`config.mk`:
```
export PLATFORM = sky130hd
export DESIGN_NAME = mbox_cmd_engine
export DESIGN_NICKNAME = d
export VERILOG_FILES = /design/src/rtl/mbox_pkg.sv /design/src/rtl/mbox_ctrl.sv /design/src/rtl/mbox_dpath.sv /design/src/rtl/mbox_cmd_engine.sv
export SDC_FILE = /design/constraint.sdc
export NUM_CORES = 1
export LEC_CHECK = 0
export BUFFER_PORTS_ARGS = -buffer_cell sky130_fd_sc_hd__buf_4
export CAP_MARGIN = 20
export CORE_MARGIN = 2
export CORE_UTILIZATION = 40
export DETAILED_ROUTE_END_ITERATION = 12
export PLACE_DENSITY = 0.57
export SLEW_MARGIN = 20
export SYNTH_ARGS = -nofsm -noshare
export SYNTH_HDL_FRONTEND = slang
export SYNTH_SLANG_ARGS = --single-unit
```
`constraint.sdc`:
```
create_clock -name clk -period 5.29 [get_ports clk]
set_input_delay 0.7935 -clock clk [delete_from_list [all_inputs] [get_ports clk]]
set_output_delay 0.7935 -clock clk [all_outputs]
set_load 0.05 [all_outputs]
```
`src/rtl/mbox_pkg.sv`:
```
package mbox_pkg;
  localparam int WORD_W    = 32;
  localparam int MSG_WORDS = 5;
  localparam int NUM_CMDS  = 3;

  localparam logic [15:0] MSG_BASE = 16'h0100;
  localparam logic [15:0] TO_COP   = 16'h0010;
  localparam logic [15:0] TO_HOST  = 16'h0014;

  localparam logic [31:0] CODE_OK  = 32'h0000_0001;
  localparam logic [31:0] CODE_REJ = 32'h8000_0002;
  localparam logic [31:0] CODE_CHK = 32'h8000_0004;
  localparam logic [31:0] CODE_TMO = 32'h8000_0010;

  typedef enum logic [1:0] {PTR_NONE, PTR_MSG, PTR_DATA, PTR_BAD} ptrSpace_e;

  typedef enum logic [2:0] {OP_NONE, OP_MSGWR, OP_RING, OP_POLL, OP_FETCH, OP_FREE} busOp_e;

  typedef struct packed {
    busOp_e     op;
    logic [2:0] idx;
    logic       launch;
    logic       grabWord;
    logic       grabMbox;
    logic       timedOut;
    logic       reject;
    logic       finish;
  } ctrlStrb_t;

  // word idx of the built-in message for command index cmd
  function automatic logic [31:0] msgWord(input logic [1:0] cmd, input logic [2:0] idx);
    logic [31:0] opc, arg;
    opc = (cmd == 2'd0) ? 32'd1 : 32'd2;
    arg = (cmd == 2'd2) ? 32'd2 : 32'd1;
    case (idx)
      3'd0: msgWord = 32'd1;
      3'd1: msgWord = opc;
      3'd2: msgWord = 32'd1;
      3'd3: msgWord = arg;
      default: msgWord = 32'd1 + opc + 32'd1 + arg;
    endcase
  endfunction

  function automatic logic [4:0] lowBitPos(input logic [30:0] v);
    lowBitPos = 5'd0;
    for (int i = 30; i >= 0; i--) begin
      if (v[i]) lowBitPos = 5'(i + 1);
    end
  endfunction
endpackage

```
`src/rtl/mbox_ctrl.sv`:
```
module mbox_ctrl
  import mbox_pkg::*;
#(
  parameter int MAX_POLLS = 200000,
  parameter int POLL_GAP  = 1000
) (
  input  logic       clk,
  input  logic       rst_n,
  input  logic       start,
  input  logic [1:0] cmdSel,
  input  logic       busReady,
  input  logic       pollHit,
  output ctrlStrb_t  strb,
  output logic       busy,
  output logic       done
);
  localparam int PCW = $clog2(MAX_POLLS + 1);
  localparam int GCW = $clog2(POLL_GAP + 1);

  typedef enum logic [2:0] {S_IDLE, S_SEND, S_RING, S_POLL, S_GAP, S_FETCH, S_FREE, S_DONE} state_e;

  state_e     state, nState;
  logic [2:0] idx, nIdx;
  logic [PCW-1:0] pollCnt, nPollCnt;
  logic [GCW-1:0] gapCnt, nGapCnt;

  always_comb begin
    strb     = '0;
    strb.idx = idx;
    nState   = state;
    nIdx     = idx;
    nPollCnt = pollCnt;
    nGapCnt  = gapCnt;
    case (state)
      S_IDLE: if (start) begin
        strb.launch = 1'b1;
        nIdx = 3'd0;
        if (int'(cmdSel) >= NUM_CMDS) begin
          strb.reject = 1'b1;
          strb.finish = 1'b1;
          nState = S_DONE;
        end else begin
          nState = S_SEND;
        end
      end
      S_SEND: begin
        strb.op = OP_MSGWR;
        if (busReady) begin
          if (idx == 3'(MSG_WORDS - 1)) nState = S_RING;
          else nIdx = idx + 3'd1;
        end
      end
      S_RING: begin
        strb.op = OP_RING;
        if (busReady) begin
          nState   = S_POLL;
          nPollCnt = '0;
        end
      end
      S_POLL: begin
        strb.op = OP_POLL;
        if (busReady) begin
          if (pollHit) begin
            strb.grabMbox = 1'b1;
            nIdx   = 3'd0;
            nState = S_FETCH;
          end else if (pollCnt == PCW'(MAX_POLLS - 1)) begin
            strb.timedOut = 1'b1;
            nState = S_FREE;
          end else begin
            nPollCnt = pollCnt + 1'b1;
            nGapCnt  = '0;
            nState   = S_GAP;
          end
        end
      end
      S_GAP: begin
        if (gapCnt == GCW'(POLL_GAP - 1)) nState = S_POLL;
        else nGapCnt = gapCnt + 1'b1;
      end
      S_FETCH: begin
        strb.op       = OP_FETCH;
        strb.grabWord = busReady;
        if (busReady) begin
          if (idx == 3'(MSG_WORDS - 1)) nState = S_FREE;
          else nIdx = idx + 3'd1;
        end
      end
      S_FREE: begin
        strb.op = OP_FREE;
        if (busReady) begin
          strb.finish = 1'b1;
          nState = S_DONE;
        end
      end
      default: nState = S_IDLE;
    endcase
  end

  always_ff @(posedge clk or negedge rst_n) begin
    if (!rst_n) begin
      state   <= S_IDLE;
      idx     <= '0;
      pollCnt <= '0;
      gapCnt  <= '0;
    end else begin
      state   <= nState;
      idx     <= nIdx;
      pollCnt <= nPollCnt;
      gapCnt  <= nGapCnt;
    end
  end

  assign busy = (state != S_IDLE);
  assign done = (state == S_DONE);

  // done only inside a busy window, and only for one cycle
  assert_done_in_busy_R9: assert property (@(posedge clk) disable iff (!rst_n) done |-> busy);
  assert_done_single_R9: assert property (@(posedge clk) disable iff (!rst_n) done |=> !done);
  // the poll counter never passes the budget
  assert_poll_limit_R4: assert property (@(posedge clk) disable iff (!rst_n)
    int'(pollCnt) < MAX_POLLS);
endmodule

```
`src/rtl/mbox_dpath.sv`:
```
module mbox_dpath
  import mbox_pkg::*;
#(
  parameter int ADDR_W = 16
) (
  input  logic              clk,
  input  logic              rst_n,
  input  ctrlStrb_t         strb,
  input  logic [1:0]        cmdSel,
  input  logic [31:0]       busRdata,
  output logic              busValid,
  output logic              busWrite,
  output logic [ADDR_W-1:0] busAddr,
  output logic [31:0]       busWdata,
  output logic [31:0]       resultCode,
  output logic              resultOk,
  output logic [4:0]        errNum,
  output ptrSpace_e         ptrSpace,
  output logic [31:0]       ptrAddr
);
  logic [1:0]  cmdReg;
  logic        tmoFlag;
  logic [31:0] mboxReg;
  logic [31:0] reply [MSG_WORDS];

  logic [ADDR_W-1:0] slotAddr;
  assign slotAddr = ADDR_W'(MSG_BASE) + ADDR_W'({strb.idx, 2'b00});

  always_comb begin
    busValid = (strb.op != OP_NONE);
    busWrite = (strb.op == OP_MSGWR) || (strb.op == OP_RING) || (strb.op == OP_FREE);
    busWdata = '0;
    busAddr  = '0;
    case (strb.op)
      OP_MSGWR: begin busAddr = slotAddr; busWdata = msgWord(cmdReg, strb.idx); end
      OP_RING:  begin busAddr = ADDR_W'(TO_COP); busWdata = 32'd1; end
      OP_POLL, OP_FREE: busAddr = ADDR_W'(TO_HOST);
      OP_FETCH: busAddr = slotAddr;
      default: ;
    endcase
  end

  always_ff @(posedge clk or negedge rst_n) begin
    if (!rst_n) begin
      cmdReg  <= '0;
      tmoFlag <= 1'b0;
      mboxReg <= '0;
      for (int i = 0; i < MSG_WORDS; i++) reply[i] <= '0;
    end else if (strb.launch) begin
      cmdReg  <= cmdSel;
      tmoFlag <= 1'b0;
      mboxReg <= '0;
      for (int i = 0; i < MSG_WORDS; i++) reply[i] <= '0;
    end else begin
      if (strb.timedOut) tmoFlag <= 1'b1;
      if (strb.grabMbox) mboxReg <= busRdata;
      for (int i = 0; i < MSG_WORDS; i++)
        if (strb.grabWord && strb.idx == 3'(i)) reply[i] <= busRdata;
    end
  end

  logic [31:0] sumCalc, nCode, nAddr;
  logic        nOk;
  ptrSpace_e   nSpace;

  always_comb begin
    sumCalc = reply[0] + reply[1] + reply[2] + reply[3];
    if (strb.reject)                nCode = CODE_REJ;
    else if (tmoFlag)               nCode = CODE_TMO;
    else if (sumCalc != reply[4])   nCode = CODE_CHK;
    else                            nCode = mboxReg;
    nOk    = (nCode == CODE_OK);
    nSpace = PTR_NONE;
    nAddr  = '0;
    if (nOk) begin
      case (reply[3][31:28])
        4'd1: begin nSpace = PTR_MSG;  nAddr = 32'(MSG_BASE) + {4'd0, reply[3][27:0]}; end
        4'd0: begin nSpace = PTR_DATA; nAddr = {4'd0, reply[3][27:0]}; end
        default: nSpace = PTR_BAD;
      endcase
    end
  end

  always_ff @(posedge clk or negedge rst_n) begin
    if (!rst_n) begin
      resultCode <= '0;
      resultOk   <= 1'b0;
      errNum     <= '0;
      ptrSpace   <= PTR_NONE;
      ptrAddr    <= '0;
    end else if (strb.finish) begin
      resultCode <= nCode;
      resultOk   <= nOk;
      errNum     <= nOk ? 5'd0 : lowBitPos(nCode[30:0]);
      ptrSpace   <= nSpace;
      ptrAddr    <= nAddr;
    end
  end

  // a timeout result never carries a pointer
  assert_tmo_no_ptr_R4: assert property (@(posedge clk) disable iff (!rst_n)
    (resultCode == CODE_TMO) |-> (ptrSpace == PTR_NONE));
endmodule

```
`src/rtl/mbox_cmd_engine.sv`:
```
module mbox_cmd_engine
  import mbox_pkg::*;
#(
  parameter int ADDR_W    = 16,
  parameter int MAX_POLLS = 200000,
  parameter int POLL_GAP  = 1000
) (
  input  logic              clk,
  input  logic              rst_n,
  input  logic              start,
  input  logic [1:0]        cmdSel,
  output logic              busy,
  output logic              done,
  output logic [31:0]       resultCode,
  output logic              resultOk,
  output logic [4:0]        errNum,
  output logic [1:0]        ptrSpace,
  output logic [31:0]       ptrAddr,
  output logic              busValid,
  output logic              busWrite,
  output logic [ADDR_W-1:0] busAddr,
  output logic [31:0]       busWdata,
  input  logic              busReady,
  input  logic [31:0]       busRdata
);
  ctrlStrb_t strb;
  ptrSpace_e spaceInt;

  mbox_ctrl #(.MAX_POLLS(MAX_POLLS), .POLL_GAP(POLL_GAP)) i_ctrl (
    .clk(clk), .rst_n(rst_n), .start(start), .cmdSel(cmdSel),
    .busReady(busReady), .pollHit(busRdata != 32'd0),
    .strb(strb), .busy(busy), .done(done)
  );

  mbox_dpath #(.ADDR_W(ADDR_W)) i_dpath (
    .clk(clk), .rst_n(rst_n), .strb(strb), .cmdSel(cmdSel), .busRdata(busRdata),
    .busValid(busValid), .busWrite(busWrite), .busAddr(busAddr), .busWdata(busWdata),
    .resultCode(resultCode), .resultOk(resultOk), .errNum(errNum),
    .ptrSpace(spaceInt), .ptrAddr(ptrAddr)
  );

  assign ptrSpace = spaceInt;

  // a stalled request holds still
  assert_bus_hold_R10: assert property (@(posedge clk) disable iff (!rst_n)
    (busValid && !busReady) |=> (busValid && $stable(busAddr) && $stable(busWrite) && $stable(busWdata)));
  // no bus traffic outside a transaction
  assert_idle_quiet_R2: assert property (@(posedge clk) disable iff (!rst_n) !busy |-> !busValid);
  // the reply mailbox release is the last operation before done
  assert_release_last_R5: assert property (@(posedge clk) disable iff (!rst_n)
    (done && resultCode != CODE_REJ) |->
      $past(busValid && busReady && busWrite && busAddr == ADDR_W'(TO_HOST) && busWdata == 32'd0));
endmodule

```
-- After elaboration in Yosys (flattened, before gate mapping)
Index checks and enable logic that the tools add are counted.
- flip-flop bits (word level): 301
- input bits: 38
- output and inout bits: 124
- word-level logic and storage cells: 195
- add/sub/neg operators: 11
- $lt $le $gt $ge: 1
- eq/ne operators: 37
- muxes and demuxes: 97
- reductions and logical operators: 32
- operator list (kind ; count):
    $mux W32 ; 11
    $mux W160 ; 1
    $mux W5 ; 32
    $add A32 B32 Y32 ; 4
    $pmux W32 S2 ; 2
    $pmux W32 S3 ; 1
    $mux W18 ; 4
    $pmux W16 S3 ; 1
    $mux W3 ; 15
    $mux W10 ; 4
    $pmux W18 S2 ; 1
    $add A1 B32 Y32 const A ; 1
    $add A32 B1 Y32 const B ; 1
    $eq A32 B1 Y1 const B ; 1
    $ne A32 B32 Y1 ; 1
    $reduce_bool A32 Y1 ; 1
    $add A9 B28 Y29 const A ; 1
    $eq A3 B3 Y1 const B ; 7
    $pmux W3 S7 ; 1
    $ne A2 B2 Y1 const B ; 10
    $pmux W10 S2 ; 1
    $add A18 B1 Y18 const B ; 1
    $eq A18 B18 Y1 const B ; 1
    $eq A3 B2 Y1 const B ; 6
    other kinds (26) ; 69

-- Logic depth before layout (Yosys ltp)
Gate-level depths: netlist (run 1).
- word-level depth: 39
- depth in mapped cells: 19
- mapped depth without buffers: 16

-- Modules after synthesis
Synthesis (run 1) repeated with hierarchy kept, for this count alone.
- cell total of the unflattened synthesis: 1949
- area, all modules: 17865.9 µm²
- modules (own cells, without submodules) (module ; instances ; cells each ; area an instance (µm²) ; sequential area each (µm²)):
    mbox_dpath ; 1 ; 1688 ; 15638.7 ; 6606.3
    mbox_ctrl ; 1 ; 250 ; 2152.1 ; 850.8
    mbox_cmd_engine ; 1 ; 11 ; 75.1 ; 0.0

-- Least setup slack after synthesis (run 1)
No wires, ideal clock.
- kind: reg2reg
- start point: reg i_dpath.reply[60] in the netlist's numbering
- end point: reg i_dpath.resultCode[31]
- library setup time: 126 ps
- arrival time: 4773 ps
- required time: 5164 ps
- slack: 391 ps
- stages on the path, launching flop included: 18
- buffers on the path: 2
- period minus slack after synthesis: 4899 ps
- path through: dfrtp_1 > clkbuf_1 > inv_1 > fa_1 > fa_1 > inv_1 > ha_1 > buf_2 > a21oi_2 > o21a_1 > o22ai_1 > nand2b_1 > or4_1 > or4_4 > nor4_4 > o2111ai_4 > or2_1 > o32a_1
- longest elaborated chain between the ends: 5
- ends and longest elaborated chain (item ; RTL line ; text):
    from (decl) ; mbox_dpath.sv:24 ; logic [31:0] reply [MSG_WORDS];
    from (signal, indexed assignment) ; mbox_dpath.sv:58 ; if (strb.grabWord && strb.idx == 3'(i)) reply[i] <= busRdata;
    $add A32 B32 Y32 ; mbox_dpath.sv:67 ; sumCalc = reply[0] + reply[1] + reply[2] + reply[3];
    $ne A32 B32 Y1 ; mbox_dpath.sv:70 ; else if (sumCalc != reply[4]) nCode = CODE_CHK;
    $mux W32 ; mbox_dpath.sv:70 ;
    $mux W32 ; mbox_dpath.sv:69 ; else if (tmoFlag) nCode = CODE_TMO;
    $mux W32 ; mbox_dpath.sv:68 ; if (strb.reject) nCode = CODE_REJ;
    to (signal assigned) ; mbox_dpath.sv:92 ; resultCode <= nCode;
    to (decl) ; mbox_dpath.sv:15 ; output logic [31:0] resultCode,
No other way between the ends.
A chain may end at the register's enable or synchronous reset.

-- Worst setup path in the final report (run 1)
- start point: reg i_dpath.reply[33] in the netlist's numbering
- end point: reg i_dpath.errNum[1]
- longest elaborated chain between the ends: 37
- elaborated cells between the ends (all ways): 38
- classes of those cells: 1 x add/sub; 2 x eq/ne; 35 x mux
- ends and longest elaborated chain (item ; RTL line ; text):
    $add A32 B32 Y32 * ; mbox_dpath.sv:67 ;
    $ne A32 B32 Y1 * ; mbox_dpath.sv:70 ;
    $mux W32 * ; mbox_dpath.sv:70 ;
    $mux W32 * ; mbox_dpath.sv:69 ;
    $mux W32 * ; mbox_dpath.sv:68 ;
    $mux W5 (31 in series) ; mbox_pkg.sv:47 ; if (v[i]) lowBitPos = 5'(i + 1);
    $mux W5 * ; mbox_dpath.sv:94 ; errNum <= nOk ? 5'd0 : lowBitPos(nCode[30:0]);
    to (signal assigned) ; mbox_dpath.sv:94 ;
    to (decl) ; mbox_dpath.sv:17 ; output logic [4:0] errNum,
Mark *: on every way between the ends. The rest lies on a longest branch, timed or not.

==> results of run 1 <==
-- power groups by stage --
stage / clock, mW / combinational [mW] / sequential, mW
floorplan: 0 / 4.27 / 3.36
global placement: 0 / 5.94 / 3.47
detailed placement: 0 / 5.95 / 3.49
CTS: 2.55 / 6.02 / 3.45
global route: 2.64 / 6.70 / 3.54
finish: 2.50 / 6.05 / 3.45
-- sequential cells by signal, indices dropped and copies added (netlist names) --
register            count
i_dpath.reply         160
i_dpath.mboxReg        32
i_dpath.resultCode     32
i_dpath.ptrAddr        29
i_ctrl.pollCnt         18
i_ctrl.gapCnt          10
i_dpath.errNum          5
i_ctrl.idx              3
i_ctrl.state            3
i_dpath.cmdReg          2
i_dpath.ptrSpace        2
i_dpath.resultOk        1
i_dpath.tmoFlag         1
-- layout by cell type (no fill, tap or decap), drive strengths merged, types with 6 or more instances in the layout --
master / netlist / layout
ha: 39 / 39
conb: 1 / 44
buf: 62 / 157
nor2: 117 / 117
mux2i: 36 / 36
inv: 42 / 45
xnor2: 43 / 43
nor3: 18 / 18
a22o: 57 / 57
and2: 8 / 8
a211oi: 6 / 6
or2: 7 / 7
a21oi: 218 / 218
clkbuf: 81 / 48
o211ai: 6 / 6
or3: 8 / 8
and3: 22 / 22
a31oi: 10 / 10
mux2: 6 / 6
nand2: 404 / 404
nand2b: 11 / 11
o21a: 12 / 12
o31ai: 6 / 6
nand3: 38 / 38
fa: 62 / 62
clkinv: 0 / 9
o21ai: 61 / 61
nor4: 19 / 19
xor2: 36 / 36
dfrtp: 298 / 298
nand4: 29 / 29
a21o: 8 / 8
-- stage by stage --
step           std cells  hold WS [ns]  area (um^2)  setup WS [ns]
2_1_floorplan       1875        0.4518        17090         0.3911
3_3_place_gp        2428        0.4661        18290        0.04840
3_5_place_dp        2428        0.4660        18290       -0.07076
4_1_cts             2491        0.3951        19480        0.02049
5_1_grt             2491        0.4231        19500        0.06580
6_report            2491        0.3546        19500         0.3432
-- metal layers --
| layer | track usage (%) | wire length [um] | up-vias |
|---|---|---|---|
| li1 | - | - | 6381 |
| met1 | 32.32 | 23230 | 6863 |
| met2 | 37.93 | 24020 | 340 |
| met3 | 3.217 | 2330 | 68 |
| met4 | 5.747 | 1175 | 0 |
| met5 | 0 | 0 | - |
-- synthesized netlist by cell type, types with 9 or more instances --
cell type and n:
sky130_fd_sc_hd__a21oi_1 215, sky130_fd_sc_hd__a22o_1 57, sky130_fd_sc_hd__a31oi_1 10, sky130_fd_sc_hd__and3_1 22, sky130_fd_sc_hd__buf_4 46, sky130_fd_sc_hd__clkbuf_1 81
sky130_fd_sc_hd__dfrtp_1 298, sky130_fd_sc_hd__fa_1 62, sky130_fd_sc_hd__ha_1 39, sky130_fd_sc_hd__inv_1 42, sky130_fd_sc_hd__mux2i_1 36, sky130_fd_sc_hd__nand2_1 404
sky130_fd_sc_hd__nand2b_1 11, sky130_fd_sc_hd__nand3_1 38, sky130_fd_sc_hd__nand4_1 29, sky130_fd_sc_hd__nor2_1 117, sky130_fd_sc_hd__nor3_1 17, sky130_fd_sc_hd__nor4_1 18
sky130_fd_sc_hd__o21a_1 11, sky130_fd_sc_hd__o21ai_0 52, sky130_fd_sc_hd__o21ai_1 9, sky130_fd_sc_hd__xnor2_1 43, sky130_fd_sc_hd__xor2_1 34
-- timing repair --
action	in CTS	in global routing
gates resized for setup	1	6
hold endpoints to repair	0	0
pin swaps	0	4
endpoints found under the setup margin	32	63
hold buffers	0	0
-- kinds of logic after synthesis --
group           count (synthesis)  synth area share, %
mux                            42                2.527
fa+ha+maj                     101                10.21
compound gates                424                15.46
xor+xnor                       79                4.175
other cells                     1              0.02215
simple gates                  702                18.27
buf+inv                       185                5.298
flops                         298                44.04
-- worst max path at each step --
stage / startpoint / end / slack [ns] / depth (start not counted)
floorplan: i_dpath.reply[60]$_DFFE_PN0P_ / i_dpath.resultCode[31]$_DFFE_PN0P_ / 0.39 / 17
global placement: i_dpath.reply[33]$_DFFE_PN0P_ / i_dpath.resultCode[31]$_DFFE_PN0P_ / 0.05 / 16
detailed placement: i_dpath.reply[33]$_DFFE_PN0P_ / i_dpath.resultCode[31]$_DFFE_PN0P_ / -0.07 / 16
CTS: i_dpath.reply[33]$_DFFE_PN0P_ / i_dpath.resultCode[31]$_DFFE_PN0P_ / 0.02 / 16
global route: i_dpath.reply[33]$_DFFE_PN0P_ / i_dpath.ptrAddr[7]$_DFFE_PN0P_ / 0.07 / 18
finish: i_dpath.reply[33]$_DFFE_PN0P_ / i_dpath.errNum[1]$_DFFE_PN0P_ / 0.34 / 17
-- area by class of cell --
cell class,instances,area share (%)
flip-flops and latches,298,38.23
well taps,539,3.458
clock buffers,48,5.254
inverters,42,0.8083
clock inverters,15,0.8276
multi-input cells,1392,45.19
repair buffers,157,6.229
-- critical path, stage by stage, from the launching register on --
cell	delay, ns
sky130_fd_sc_hd__dfrtp_1	0.41
sky130_fd_sc_hd__fa_1	0.54
sky130_fd_sc_hd__inv_1	0.05
sky130_fd_sc_hd__fa_1	0.49
sky130_fd_sc_hd__inv_1	0.04
sky130_fd_sc_hd__ha_1	0.21
sky130_fd_sc_hd__fa_1	0.41
sky130_fd_sc_hd__a21o_1	0.21
sky130_fd_sc_hd__a21oi_2	0.18
sky130_fd_sc_hd__xnor2_1	0.10
sky130_fd_sc_hd__nor4_2	0.36
sky130_fd_sc_hd__nand4_1	0.15
sky130_fd_sc_hd__or4_4	0.51
sky130_fd_sc_hd__nor4_4	0.21
sky130_fd_sc_hd__o2111ai_4	0.29
sky130_fd_sc_hd__buf_4	0.24
sky130_fd_sc_hd__a2bb2oi_1	0.14
sky130_fd_sc_hd__o221a_1	0.26
==> load_flow_metrics.sql, run 1 <==
INSERT INTO impl_metrics (metric_group, metric, value, unit) VALUES
('status', 'run_status', 'complete, no violations', ''),
('power_and_ir_drop', 'seq_power_share', '28.7', '%'),
('sta', 'tns', '0', 'ns'),
('sta', 'finalClockSkew', '0.01626', 'ns'),
('sta', 'max_clock_freq', '0.2022', 'GHz'),
('global_route', 'grt_use_total', '23.08', '%'),
('routing', 'drt.antenna.violating_nets', '0', ''),
('global_route', 'antenna_found_initial', '0', ''),
('synthesis', 'syn_avg_cell_area', '9.243', 'um^2'),
('sta', 'timing.final.crit_period', '4.947', 'ns'),
('routing', 'route.detailed.drc', '0', ''),
('worst_setup_path', 'timing.rr.start', 'i_dpath.reply[33]$_DFFE_PN0P_', ''),
('worst_setup_path', 'worst-endpoint-arrival', '5.35', 'ns'),
('sta', 'count_of_endpoints_failing_setup_in_the_final_report', '0', ''),
('global_route', 'grt_pass1_wl', '79520', 'um'),
('worst_setup_path', 'endpoint_kind', 'flip-flop', ''),
('clock_network', 'cts.root.buffer_cell', 'sky130_fd_sc_hd__clkbuf_16', ''),
('power_and_ir_drop', 'share_clk_of_total_power', '20.9', '%'),
('place', 'io_buffers', '117', ''),
('power_and_ir_drop', 'internal_power', '6.681', 'mW'),
('sta', 'finalCritPeriodShare', '93.51', '%'),
('final_layout', 'end_of_flow_core_utilization', '46.60', '%'),
('power_and_ir_drop', 'part_of_the_total_power_dissipated_in_combinational_logic', '50.4', '%'),
('final_layout', 'regArea', '7457', 'um^2'),
('power_and_ir_drop', 'switchingPower', '5.320', 'mW'),
('clock_network', 'post-cts-setup-buffer-count', '0', ''),
('final_layout', 'syn_to_final_growth', '15.19', '%'),
('global_route', 'grt_pass1_vias', '13650', ''),
('final_layout', 'filler_cell_count_in_the_final_layout', '4056', ''),
('synthesis', 'post_synth_inst_count', '1832', ''),
('power_and_ir_drop', 'p_total', '12.00', 'mW'),
('clock_network', 'numCtsBuffers', '35', ''),
('global_route', 'grt_max_degree', '126', ''),
('synthesis', 'postSynth.asyncResetShare', '100.0', '%'),
('place', 'dpl.hpwl', '35700', 'um'),
('final_layout', 'multiInputGateArea', '8813', 'um^2'),
('clock_network', 'max-clock-path-buffers', '3', ''),
('synthesis', 'synth_area', '16930', 'um^2'),
('floorplan', 'vertical_die_dimension', '209.7', 'um'),
('min_path', 'timing.hold.worst.class', 'in -> async', ''),
('global_route', 'global_route.overflow_total', '0', ''),
('final_layout', 'insertedDiodeCount', '0', ''),
('worst_setup_path', 'rr_worst_depth', '17', ''),
('routing', 'detailedRoute.firstIterationViolations', '1052', ''),
('run', 'drv_cap', '0', ''),
('worst_setup_path', 'regToRegEndpoint', 'i_dpath.errNum[1]$_DFFE_PN0P_', ''),
('synthesis', 'synth_area_leader_cell', 'sky130_fd_sc_hd__dfrtp_1', ''),
('floorplan', 'die_x', '209.7', 'um'),
('synthesis', 'synthesis.yosys.warnings', '0', ''),
('floorplan', 'initial_utilization', '40.46', '%'),
('routing', 'routed_wl', '50760', 'um'),
('power_and_ir_drop', 'p_leak', '9.212', 'nW'),
('sta', 'final-hold-violation-count', '0', ''),
('floorplan', 'floorplan.rows', '75', ''),
('floorplan', 'design.die.area', '43990', 'um^2'),
('worst_setup_path', 'crit_fanout', '6', ''),
('clock_network', 'cts_num_sinks', '298', ''),
('final_layout', 'final_nets', '2065', ''),
('synthesis', 'post-synth-top-area-fraction', '44.04', '%'),
('power_and_ir_drop', 'ir_worst_vdd', '491.0', 'uV'),
('floorplan', 'ios', '162', ''),
('floorplan', 'placeable_core_region', '41850', 'um^2'),
('worst_setup_path', 'rrSetupSlack', '0.34', 'ns'),
('synthesis', 'sequential_fraction_of_the_synthesis_area', '44.04', '%'),
('place', 'routabilityCongestion', '0.9178', ''),
('routing', 'wl_per_cell', '20.38', 'um'),
('clock_network', 'htree_levels', '2', ''),
('synthesis', 'synth-main-ff-cell', 'sky130_fd_sc_hd__dfrtp_1', ''),
('sta', 'grt_setup_unrepaired', 'false', ''),
('worst_setup_path', 'critPathKind', 'reg -> reg', ''),
('clock_network', 'cts.reportedPaths.clkPinSlew', '0.06', 'ns');
No activity file was read; power rests on OpenSTA's default activity.
==> inputs of run 2 (changes only) <==
--- a/config.mk
+++ b/config.mk
@@ -10,8 +10,9 @@
 export CORE_MARGIN = 2
 export CORE_UTILIZATION = 40
 export DETAILED_ROUTE_END_ITERATION = 12
-export PLACE_DENSITY = 0.57
+export PLACE_DENSITY = 0.56
 export SLEW_MARGIN = 20
 export SYNTH_ARGS = -nofsm -noshare
 export SYNTH_HDL_FRONTEND = slang
+export SYNTH_HIERARCHICAL = 1
 export SYNTH_SLANG_ARGS = --single-unit
==> run 2 against run 1 <==
Global-route usage is 0.46 points higher. Synthesized area is 5.5% higher. Die area is 5.4% higher. Largest cell class unchanged. Largest power group unchanged. Combinational power is 17% higher. Design area is 4.7% higher.
==> load_flow_metrics.sql, run 2 <==
INSERT INTO impl_metrics (metric_group, metric, value, unit) VALUES
('final_layout', 'final_nets', '2170', ''),
('routing', 'routed_wl', '54830', 'um'),
('place', 'placement.setup.worst_slack', '0.1404', 'ns'),
('final_layout', 'layout_common_cells', '424 x sky130_fd_sc_hd__nand2_1, 298 x sky130_fd_sc_hd__dfrtp_1, 225 x sky130_fd_sc_hd__a21oi_1', ''),
('worst_setup_path', 'worstPathBufferInverterCount', '1', ''),
('worst_setup_path', 'crit_fanout', '9', ''),
('synthesis', 'post-synth-top-area-fraction', '41.74', '%'),
('final_layout', 'insertedDiodeCount', '0', ''),
('routing', 'drt.antenna.violating_nets', '0', ''),
('place', 'dpl-instance-area', '19270', 'um^2'),
('floorplan', 'initial_utilization', '40.49', '%'),
('global_route', 'antenna_found_initial', '0', ''),
('final_layout', 'end_of_flow_core_utilization', '46.28', '%'),
('clock_network', 'max-clock-path-buffers', '3', ''),
('final_layout', 'layout.cell_area.non_filler', '20420', 'um^2'),
('worst_setup_path', 'regToRegEndpoint', 'i_dpath/errNum[0]$_DFFE_PN0P_', ''),
('synthesis', 'post_synth_inst_count', '1949', ''),
('floorplan', 'design.die.area', '46370', 'um^2'),
('final_layout', 'drive_gt1_share', '13.63', '%'),
('sta', 'slew_headroom', '30.92', '%'),
('place', 'dpl.hpwl', '39000', 'um'),
('synthesis', 'synth-main-ff-cell', 'sky130_fd_sc_hd__dfrtp_1', ''),
('sta', 'finalCritPeriodShare', '95.62', '%'),
('synthesis', 'synth_area_leader_cell', 'sky130_fd_sc_hd__dfrtp_1', ''),
('sta', 'layout_setup_ws', '0.2315', 'ns'),
('routing', 'drt_first_pass_iters', '6', ''),
('floorplan', 'die_x', '215.3', 'um'),
('floorplan', 'vertical_die_dimension', '215.3', 'um'),
('worst_setup_path', 'endpoint_kind', 'flip-flop', ''),
('worst_setup_path', 'crit_start', 'i_dpath/reply[41]$_DFFE_PN0P_', ''),
('worst_setup_path', 'worstSetupPathDepth', '13', ''),
('synthesis', 'yosys.cell_count.top_type', 'sky130_fd_sc_hd__nand2_1', ''),
('global_route', 'grt_pass1_vias', '14540', ''),
('min_path', 'timing.hold.worst.class', 'in -> async', ''),
('worst_setup_path', 'critical_path.endpoint', 'i_dpath/errNum[0]$_DFFE_PN0P_', ''),
('worst_setup_path', 'worst-endpoint-arrival', '5.48', 'ns'),
('routing', 'route.detailed.drc', '0', ''),
('worst_setup_path', 'critPathKind', 'reg -> reg', ''),
('clock_network', 'post_cts_resized', '0', ''),
('synthesis', 'dominant_cells_by_area_after_synthesis', 'sky130_fd_sc_hd__dfrtp_1 42%, sky130_fd_sc_hd__nand2_1 8.9%, sky130_fd_sc_hd__fa_1 6.9%', ''),
('clock_network', 'clock_latency', '0.54', 'ns'),
('floorplan', 'floorplan.rows', '77', ''),
('sta', 'grt_setup_unrepaired', 'false', ''),
('power_and_ir_drop', 'ir_worst_vdd', '318.6', 'uV'),
('floorplan', 'ios', '162', ''),
('final_layout', 'filler_cell_count_in_the_final_layout', '4349', ''),
('sta', 'count_of_endpoints_failing_setup_in_the_final_report', '0', ''),
('final_layout', 'mostFrequentLayoutCell', 'sky130_fd_sc_hd__nand2_1', ''),
('floorplan', 'placeable_core_region', '44120', 'um^2'),
('global_route', 'grt_max_degree', '197', ''),
('final_layout', 'post_layout_nonfiller_instances', '2647', ''),
('run', 'drv_cap', '0', ''),
('synthesis', 'sequential_fraction_of_the_synthesis_area', '41.74', '%'),
('routing', 'via_count', '14740', ''),
('worst_setup_path', 'critical_path.max_stage_delay', '0.60', 'ns'),
('sta', 'tns', '0', 'ns'),
('synthesis', 'synth_area', '17870', 'um^2'),
('power_and_ir_drop', 'p_leak', '9.068', 'nW'),
('clock_network', 'hold_buffers', '0', ''),
('status', 'run_status', 'complete, no violations', ''),
('worst_setup_path', 'timing.critical_path.cells', 'fa_1, fa_1, ha_1, a211o_1, a221oi_2, buf_4, and2_1, mux2_2, nor4_1, nand4_1, or3_1, nor4_1, nor3b_1', ''),
('sta', 'timing.final.crit_period', '5.058', 'ns'),
('place', 'placed_cells_incl_taps', '2589', ''),
('synthesis', 'synthesis.yosys.warnings', '6', ''),
('final_layout', 'max_ffs_per_register', '160', ''),
('clock_network', 'cts_tree', 'built', ''),
('power_and_ir_drop', 'p_per_area', '641.6', 'nW/um^2'),
('clock_network', 'cts.root.buffer_cell', 'sky130_fd_sc_hd__clkbuf_16', ''),
('synthesis', 'synth.ff_latch_count', '298', ''),
('routing', 'detailedRoute.firstIterationViolations', '1195', ''),
('sta', 'final-hold-violation-count', '0', ''),
('clock_network', 'post-cts-setup-buffer-count', '0', ''),
('synthesis', 'count_of_flip_flops_with_a_built_in_enable_after_synthesis', '0', ''),
('worst_setup_path', 'rr_worst_depth', '13', ''),
('worst_setup_path', 'required', '5.71', 'ns'),
('final_layout', 'syn_to_final_growth', '14.31', '%'),
('synthesis', 'yosysUniqueCellTypes', '86', ''),
('place', 'routabilityCongestion', '0.9170', ''),
('place', 'io_buffers', '117', ''),
('final_layout', 'largestRegisters', 'i_dpath/reply (160), i_dpath/mboxReg (32), i_dpath/resultCode (32)', ''),
('routing', 'drt-vias-per-instance', '5.568', ''),
('sta', 'worst_slew_pin_slew', '1.035', 'ns'),
('sta', 'finalClockSkew', '0.02166', 'ns'),
('global_route', 'global_route.overflow_total', '0', ''),
('synthesis', 'syn_avg_cell_area', '9.167', 'um^2'),
('worst_setup_path', 'rrSetupSlack', '0.23', 'ns'),
('global_route', 'grt_pass1_wl', '86210', 'um'),
('clock_network', 'numCtsBuffers', '35', ''),
('sta', 'max_clock_freq', '0.1977', 'GHz'),
('worst_setup_path', 'setup.worst_path.start_class', 'flip-flop', ''),
('sta', 'drv_slew', '0', ''),
('routing', 'wl_per_cell', '20.72', 'um'),
('global_route', 'grt_use_total', '23.54', '%'),
('clock_network', 'htree_levels', '2', ''),
('worst_setup_path', 'critPathTopFamily', 'simple AND/OR/NAND/NOR gates', ''),
('synthesis', 'synth.cells.most_frequent', '424 x sky130_fd_sc_hd__nand2_1, 298 x sky130_fd_sc_hd__dfrtp_1, 225 x sky130_fd_sc_hd__a21oi_1', ''),
('worst_setup_path', 'timing.critical_path.slowest_stage_cell', 'sky130_fd_sc_hd__fa_1', ''),
('clock_network', 'cts_num_sinks', '298', ''),
('synthesis', 'postSynth.asyncResetShare', '100.0', '%'),
('clock_network', 'cts.reportedPaths.clkPinSlew', '0.06', 'ns'),
('worst_setup_path', 'timing.rr.start', 'i_dpath/reply[41]$_DFFE_PN0P_', ''),
('final_layout', 'registers.top_by_ff_count', 'i_dpath/reply', '');
[run 2: cell count changes after synthesis, sizes merged, moves of 9 or more]
cell     before  now
nor3         18   30
a22o         57   30
nor2        117  108
a21oi       218  227
nand2       404  424
xor2         36   27
o2bb2ai       0   34
buf          62   74
and2          8   19
and3         22   12
[run 2: metal layers]
layer / wire (um) / global-route usage (%)
met2: 25390 / 37.40
met1: 25210 / 33.74
met3: 3416 / 4.402
met5: 0 / 0
met4: 816 / 4.598
[run 2: cell type report]
cell class                 instances  area, um^2  share of cell area (%)
clock buffer                      53        1066                   5.220
clock inverter                     5       75.07                  0.3676
inverter                          42       157.7                  0.7720
multi-input combinational       1493        9624                   47.13
sequential                       298        7457                   36.52
tap                              592       740.7                   3.627
timing repair buffer             164        1301                   6.372
[run 2: cell families after synthesis]
| kind of cell | after synthesis | synth area share, % |
|---|---|---|
| buf+inv | 201 | 5.498 |
| other cells | 1 | 0.02099 |
| compound gates | 455 | 17.14 |
| mux | 42 | 2.381 |
| fa+ha+maj | 98 | 9.468 |
| xor+xnor | 72 | 3.530 |
| simple gates | 782 | 20.23 |
| flops | 298 | 41.74 |
[run 2: through the flow]
stage          hold slack (ns)  power, mW
2_1_floorplan           0.4495      8.512
3_3_place_gp            0.4767      10.64
3_5_place_dp            0.4749      10.65
4_1_cts                 0.3062      13.17
5_1_grt                 0.3321      14.11
6_report                0.2943      13.10
[run 2: power by group]
| group | switching [mW] | total [mW] | internal, mW |
|---|---|---|---|
| clock | 0.961 | 2.44 | 1.48 |
| sequential | 0.693 | 3.56 | 2.87 |
| combinational | 4.39 | 7.10 | 2.71 |
| total | 6.04 | 13.1 | 7.06 |
[run 2: how the worst min path moves through the flow]
stage	from	end	slack, ns	cells after the start
after CTS	rst_n	i_ctrl/gapCnt[2]$_DFFE_PN0P_	0.31	1
after detailed placement	i_dpath/ptrAddr[5]$_DFFE_PN0P_	i_dpath/ptrAddr[5]$_DFFE_PN0P_	0.47	1
final	rst_n	i_ctrl/gapCnt[2]$_DFFE_PN0P_	0.29	1
after floorplan	i_ctrl/gapCnt[8]$_DFFE_PN0P_	i_ctrl/gapCnt[8]$_DFFE_PN0P_	0.45	1
after global routing	rst_n	i_ctrl/gapCnt[2]$_DFFE_PN0P_	0.33	1
after global placement	i_dpath/ptrAddr[28]$_DFFE_PN0P_	i_dpath/ptrAddr[28]$_DFFE_PN0P_	0.48	1
==> inputs of run 3 (changes only) <==
--- a/config.mk
+++ b/config.mk
@@ -5,12 +5,14 @@
 export SDC_FILE = /design/constraint.sdc
 export NUM_CORES = 1
 export LEC_CHECK = 0
+export ABC_AREA = 1
 export BUFFER_PORTS_ARGS = -buffer_cell sky130_fd_sc_hd__buf_4
 export CAP_MARGIN = 20
 export CORE_MARGIN = 2
 export CORE_UTILIZATION = 40
+export CTS_CLUSTER_SIZE = 8
 export DETAILED_ROUTE_END_ITERATION = 12
-export PLACE_DENSITY = 0.56
+export PLACE_DENSITY = 0.58
 export SLEW_MARGIN = 20
 export SYNTH_ARGS = -nofsm -noshare
 export SYNTH_HDL_FRONTEND = slang
==> constraint.sdc (replaced) <==
create_clock -name clk -period 4.47 [get_ports clk]
set_input_delay 0.6705 -clock clk [delete_from_list [all_inputs] [get_ports clk]]
set_output_delay 0.6705 -clock clk [all_outputs]
set_load 0.05 [all_outputs]
==> run 3 against run 2 <==
Critical path depth grew 16. Synthesized cell count up 9.9%. Critical path type unchanged. The flow now finishes with violations (negative setup slack). Synthesized area rose by 2.3%. Worst hold slack worse by 0.20 ns. Maximum frequency decreased by 3.3%. Wire length shrank 2.8%. Via count grew 3.8%.
==> load_flow_metrics.sql, run 3 <==
INSERT INTO impl_metrics (metric_group, metric, value, unit) VALUES
('worst_setup_path', 'crit_fanout', '4', ''),
('final_layout', 'final_nets', '2590', ''),
('synthesis', 'yosysUniqueCellTypes', '58', ''),
('synthesis', 'post_synth_inst_count', '2142', ''),
('synthesis', 'syn_avg_cell_area', '8.532', 'um^2'),
('sta', 'grt_setup_unrepaired', 'true', ''),
('synthesis', 'synth_area', '18280', 'um^2'),
('worst_setup_path', 'required', '4.94', 'ns'),
('floorplan', 'ios', '162', ''),
('worst_setup_path', 'timing.critical_path.slowest_stage_cell', 'sky130_fd_sc_hd__fa_1', ''),
('sta', 'layout_setup_ws', '-0.7589', 'ns'),
('min_path', 'timing.hold.worst.class', 'in -> async', ''),
('global_route', 'global_route.overflow_total', '0', ''),
('synthesis', 'post-synth-top-area-fraction', '40.80', '%'),
('worst_setup_path', 'setup.worst_path.start_class', 'flip-flop', ''),
('clock_network', 'cts.root.buffer_cell', 'sky130_fd_sc_hd__clkbuf_16', ''),
('routing', 'routed_wl', '53320', 'um'),
('floorplan', 'initial_utilization', '40.36', '%'),
('global_route', 'grt_max_degree', '86', ''),
('place', 'placed_cells_incl_taps', '2982', ''),
('routing', 'detailedRoute.firstIterationViolations', '863', ''),
('synthesis', 'dominant_cells_by_area_after_synthesis', 'sky130_fd_sc_hd__dfrtp_1 41%, sky130_fd_sc_hd__nand2_1 10%, sky130_fd_sc_hd__mux2_2 9.1%', ''),
('sta', 'slew_headroom', '31.19', '%'),
('synthesis', 'synthesis.yosys.warnings', '6', ''),
('final_layout', 'layout_common_cells', '490 x sky130_fd_sc_hd__nand2_1, 298 x sky130_fd_sc_hd__dfrtp_1, 285 x sky130_fd_sc_hd__buf_4', ''),
('floorplan', 'placeable_core_region', '45280', 'um^2'),
('worst_setup_path', 'worst-endpoint-arrival', '5.70', 'ns'),
('synthesis', 'yosys.cell_count.top_type', 'sky130_fd_sc_hd__nand2_1', ''),
('final_layout', 'mostFrequentLayoutCell', 'sky130_fd_sc_hd__nand2_1', ''),
('synthesis', 'synth_top_family_by_area', 'simple AND/OR/NAND/NOR gates', ''),
('synthesis', 'synth-main-ff-cell', 'sky130_fd_sc_hd__dfrtp_1', ''),
('routing', 'via_count', '15300', ''),
('synthesis', 'synth_area_leader_cell', 'sky130_fd_sc_hd__dfrtp_1', ''),
('final_layout', 'post_layout_nonfiller_instances', '3058', ''),
('sta', 'final-hold-violation-count', '0', ''),
('synthesis', 'synthesized_area_fraction_occupied_by_adder_cells', '9.256', '%'),
('clock_network', 'max-clock-path-buffers', '3', ''),
('global_route', 'grt_pass1_vias', '15470', ''),
('global_route', 'antenna_found_initial', '0', ''),
('routing', 'wl_per_cell', '17.44', 'um'),
('global_route', 'grt_pass1_wl', '83610', 'um'),
('synthesis', 'sequential_fraction_of_the_synthesis_area', '40.80', '%'),
('final_layout', 'syn_to_final_growth', '25.91', '%'),
('clock_network', 'cts_tree', 'built', ''),
('status', 'failed_checks', 'negative setup slack', ''),
('clock_network', 'clock_latency', '0.56', 'ns'),
('status', 'run_status', 'finished, violations left', ''),
('clock_network', 'hold_buffers', '0', ''),
('final_layout', 'multiInputGateArea', '9963', 'um^2'),
('sta', 'finalCritPeriodShare', '117.0', '%'),
('worst_setup_path', 'endpoint_kind', 'flip-flop', ''),
('synthesis', 'postSynth.asyncResetShare', '100.0', '%'),
('synthesis', 'count_of_flip_flops_with_a_built_in_enable_after_synthesis', '0', ''),
('final_layout', 'filler_cell_count_in_the_final_layout', '4247', ''),
('floorplan', 'vertical_die_dimension', '217.8', 'um'),
('synthesis', 'synthXorXnorAreaFrac', '2.396', '%'),
('run', 'drv_cap', '0', ''),
('clock_network', 'htree_levels', '2', ''),
('final_layout', 'registers.top_by_ff_count', 'i_dpath/reply', ''),
('clock_network', 'numCtsBuffers', '43', ''),
('sta', 'finalClockSkew', '0.01826', 'ns'),
('routing', 'route.detailed.drc', '0', ''),
('place', 'routabilityCongestion', '0.9467', ''),
('synthesis', 'post_synth_mux_area_share', '9.119', '%'),
('synthesis', 'synth_compound_area_share', '7.387', '%'),
('final_layout', 'drive_gt1_share', '28.28', '%'),
('sta', 'drv_slew', '0', ''),
('sta', 'max_clock_freq', '0.1912', 'GHz'),
('clock_network', 'cts.reportedPaths.clkPinSlew', '0.05', 'ns'),
('floorplan', 'die_x', '217.8', 'um'),
('final_layout', 'max_ffs_per_register', '160', ''),
('floorplan', 'design.die.area', '47420', 'um^2'),
('worst_setup_path', 'critical_path.max_stage_delay', '0.54', 'ns'),
('synthesis', 'synth.ff_latch_count', '298', ''),
('clock_network', 'cts_num_sinks', '298', ''),
('sta', 'worst_slew_pin_slew', '1.028', 'ns'),
('global_route', 'grt_use_total', '22.56', '%'),
('place', 'dpl.hpwl', '39530', 'um'),
('routing', 'drt_first_pass_iters', '7', ''),
('routing', 'drt-vias-per-instance', '5.003', ''),
('place', 'io_buffers', '117', ''),
('synthesis', 'yosys.area_share.simple', '21.87', '%'),
('sta', 'count_of_endpoints_failing_setup_in_the_final_report', '41', ''),
('worst_setup_path', 'critPathKind', 'reg -> reg', ''),
('synthesis', 'synth.cells.most_frequent', '505 x sky130_fd_sc_hd__nand2_1, 298 x sky130_fd_sc_hd__dfrtp_1, 268 x sky130_fd_sc_hd__inv_1', ''),
('final_layout', 'insertedDiodeCount', '0', ''),
('routing', 'drt.antenna.violating_nets', '0', ''),
('final_layout', 'regArea', '7457', 'um^2'),
('final_layout', 'largestRegisters', 'i_dpath/reply (160), i_dpath/mboxReg (32), i_dpath/resultCode (32)', ''),
('floorplan', 'floorplan.rows', '78', ''),
('sta', 'timing.final.crit_period', '5.229', 'ns');
-- run 3: critical path: cells and delay by family (launching register included) --
kind	cells	cell delay [ns]
simple gates	16	2.06
fa+ha+maj	4	1.59
buf+inv	7	0.65
flops	1	0.39
compound gates	2	0.43
-- run 3: metal layers --
layer,up-vias,global-route usage (%),part of all wire [%]
li1,7384,-,-
met1,7451,30.12,45
met3,78,4.449,5.6
met5,-,0,0
met4,0,6.893,2.6
met2,385,37.06,47
-- run 3: layout make-up --
cell class	instances	area share [%]
timing repair buffer	320	11.41
multi-input combinational	1507	43.30
clock buffer	45	4.752
inverter	284	4.731
clock inverter	4	0.1359
sequential	298	32.41
tap	600	3.262
-- run 3: logic make-up (layout without fill, tap and decap cells) --
kind of cell,after synthesis,in the layout
adders and majority gates,98,98
DFF,298,298
buffers and inverters,380,653
other,1,44
xor gates and xnor gates,50,50
muxes,148,148
and+or+nand+nor,935,935
AOI/OAI and AO/OA,232,232
-- run 3: repair_timing --
item | CTS | global route
pin swaps | 32 | 38
resized for setup | 85 | 90
gates cloned | 1 | 0
setup buffers | 20 | 18
setup endpoints to repair | 45 | 55
-- run 3: stage by stage --
stage	utilization [%]	hold WS (ns)	area (um^2)	setup TNS (ns)	setup WS, ns
floorplan	-	0.3749	18530	-6.627	-0.2652
global placement	46.33	0.4759	20980	-27.63	-0.8028
detailed placement	46.33	0.4828	20980	-32.04	-0.9227
CTS	49.93	0.1179	22610	-17.91	-0.6621
global route	50.82	0.1357	23010	-37.13	-1.093
finish	50.82	0.09044	23010	-24.63	-0.7589
-- run 3: path summary, 6_finish.rpt --
kind	start	slack (ns)	cells past startpoint	endpoint
worst min register to register	i_dpath/ptrAddr[0]$_DFFE_PN0P_	0.49	1	i_dpath/ptrAddr[0]$_DFFE_PN0P_
worst min-delay path	rst_n	0.09	1	i_ctrl/pollCnt[12]$_DFFE_PN0P_
min in group clk	cmdSel[0]	0.35	3	i_dpath/cmdReg[0]$_DFFE_PN0P_
worst max register to register	i_dpath/reply[97]$_DFFE_PN0P_	-0.76	29	i_dpath/ptrAddr[24]$_DFFE_PN0P_
worst max-delay path	i_dpath/reply[97]$_DFFE_PN0P_	-0.76	29	i_dpath/ptrAddr[24]$_DFFE_PN0P_
max in group asynchronous	rst_n	3.38	2	i_dpath/ptrAddr[20]$_DFFE_PN0P_
Power of run 3 is left out: the tool's default activity adds up to more than one toggle a clock period on the data nets, which glitch-free logic cannot reach.
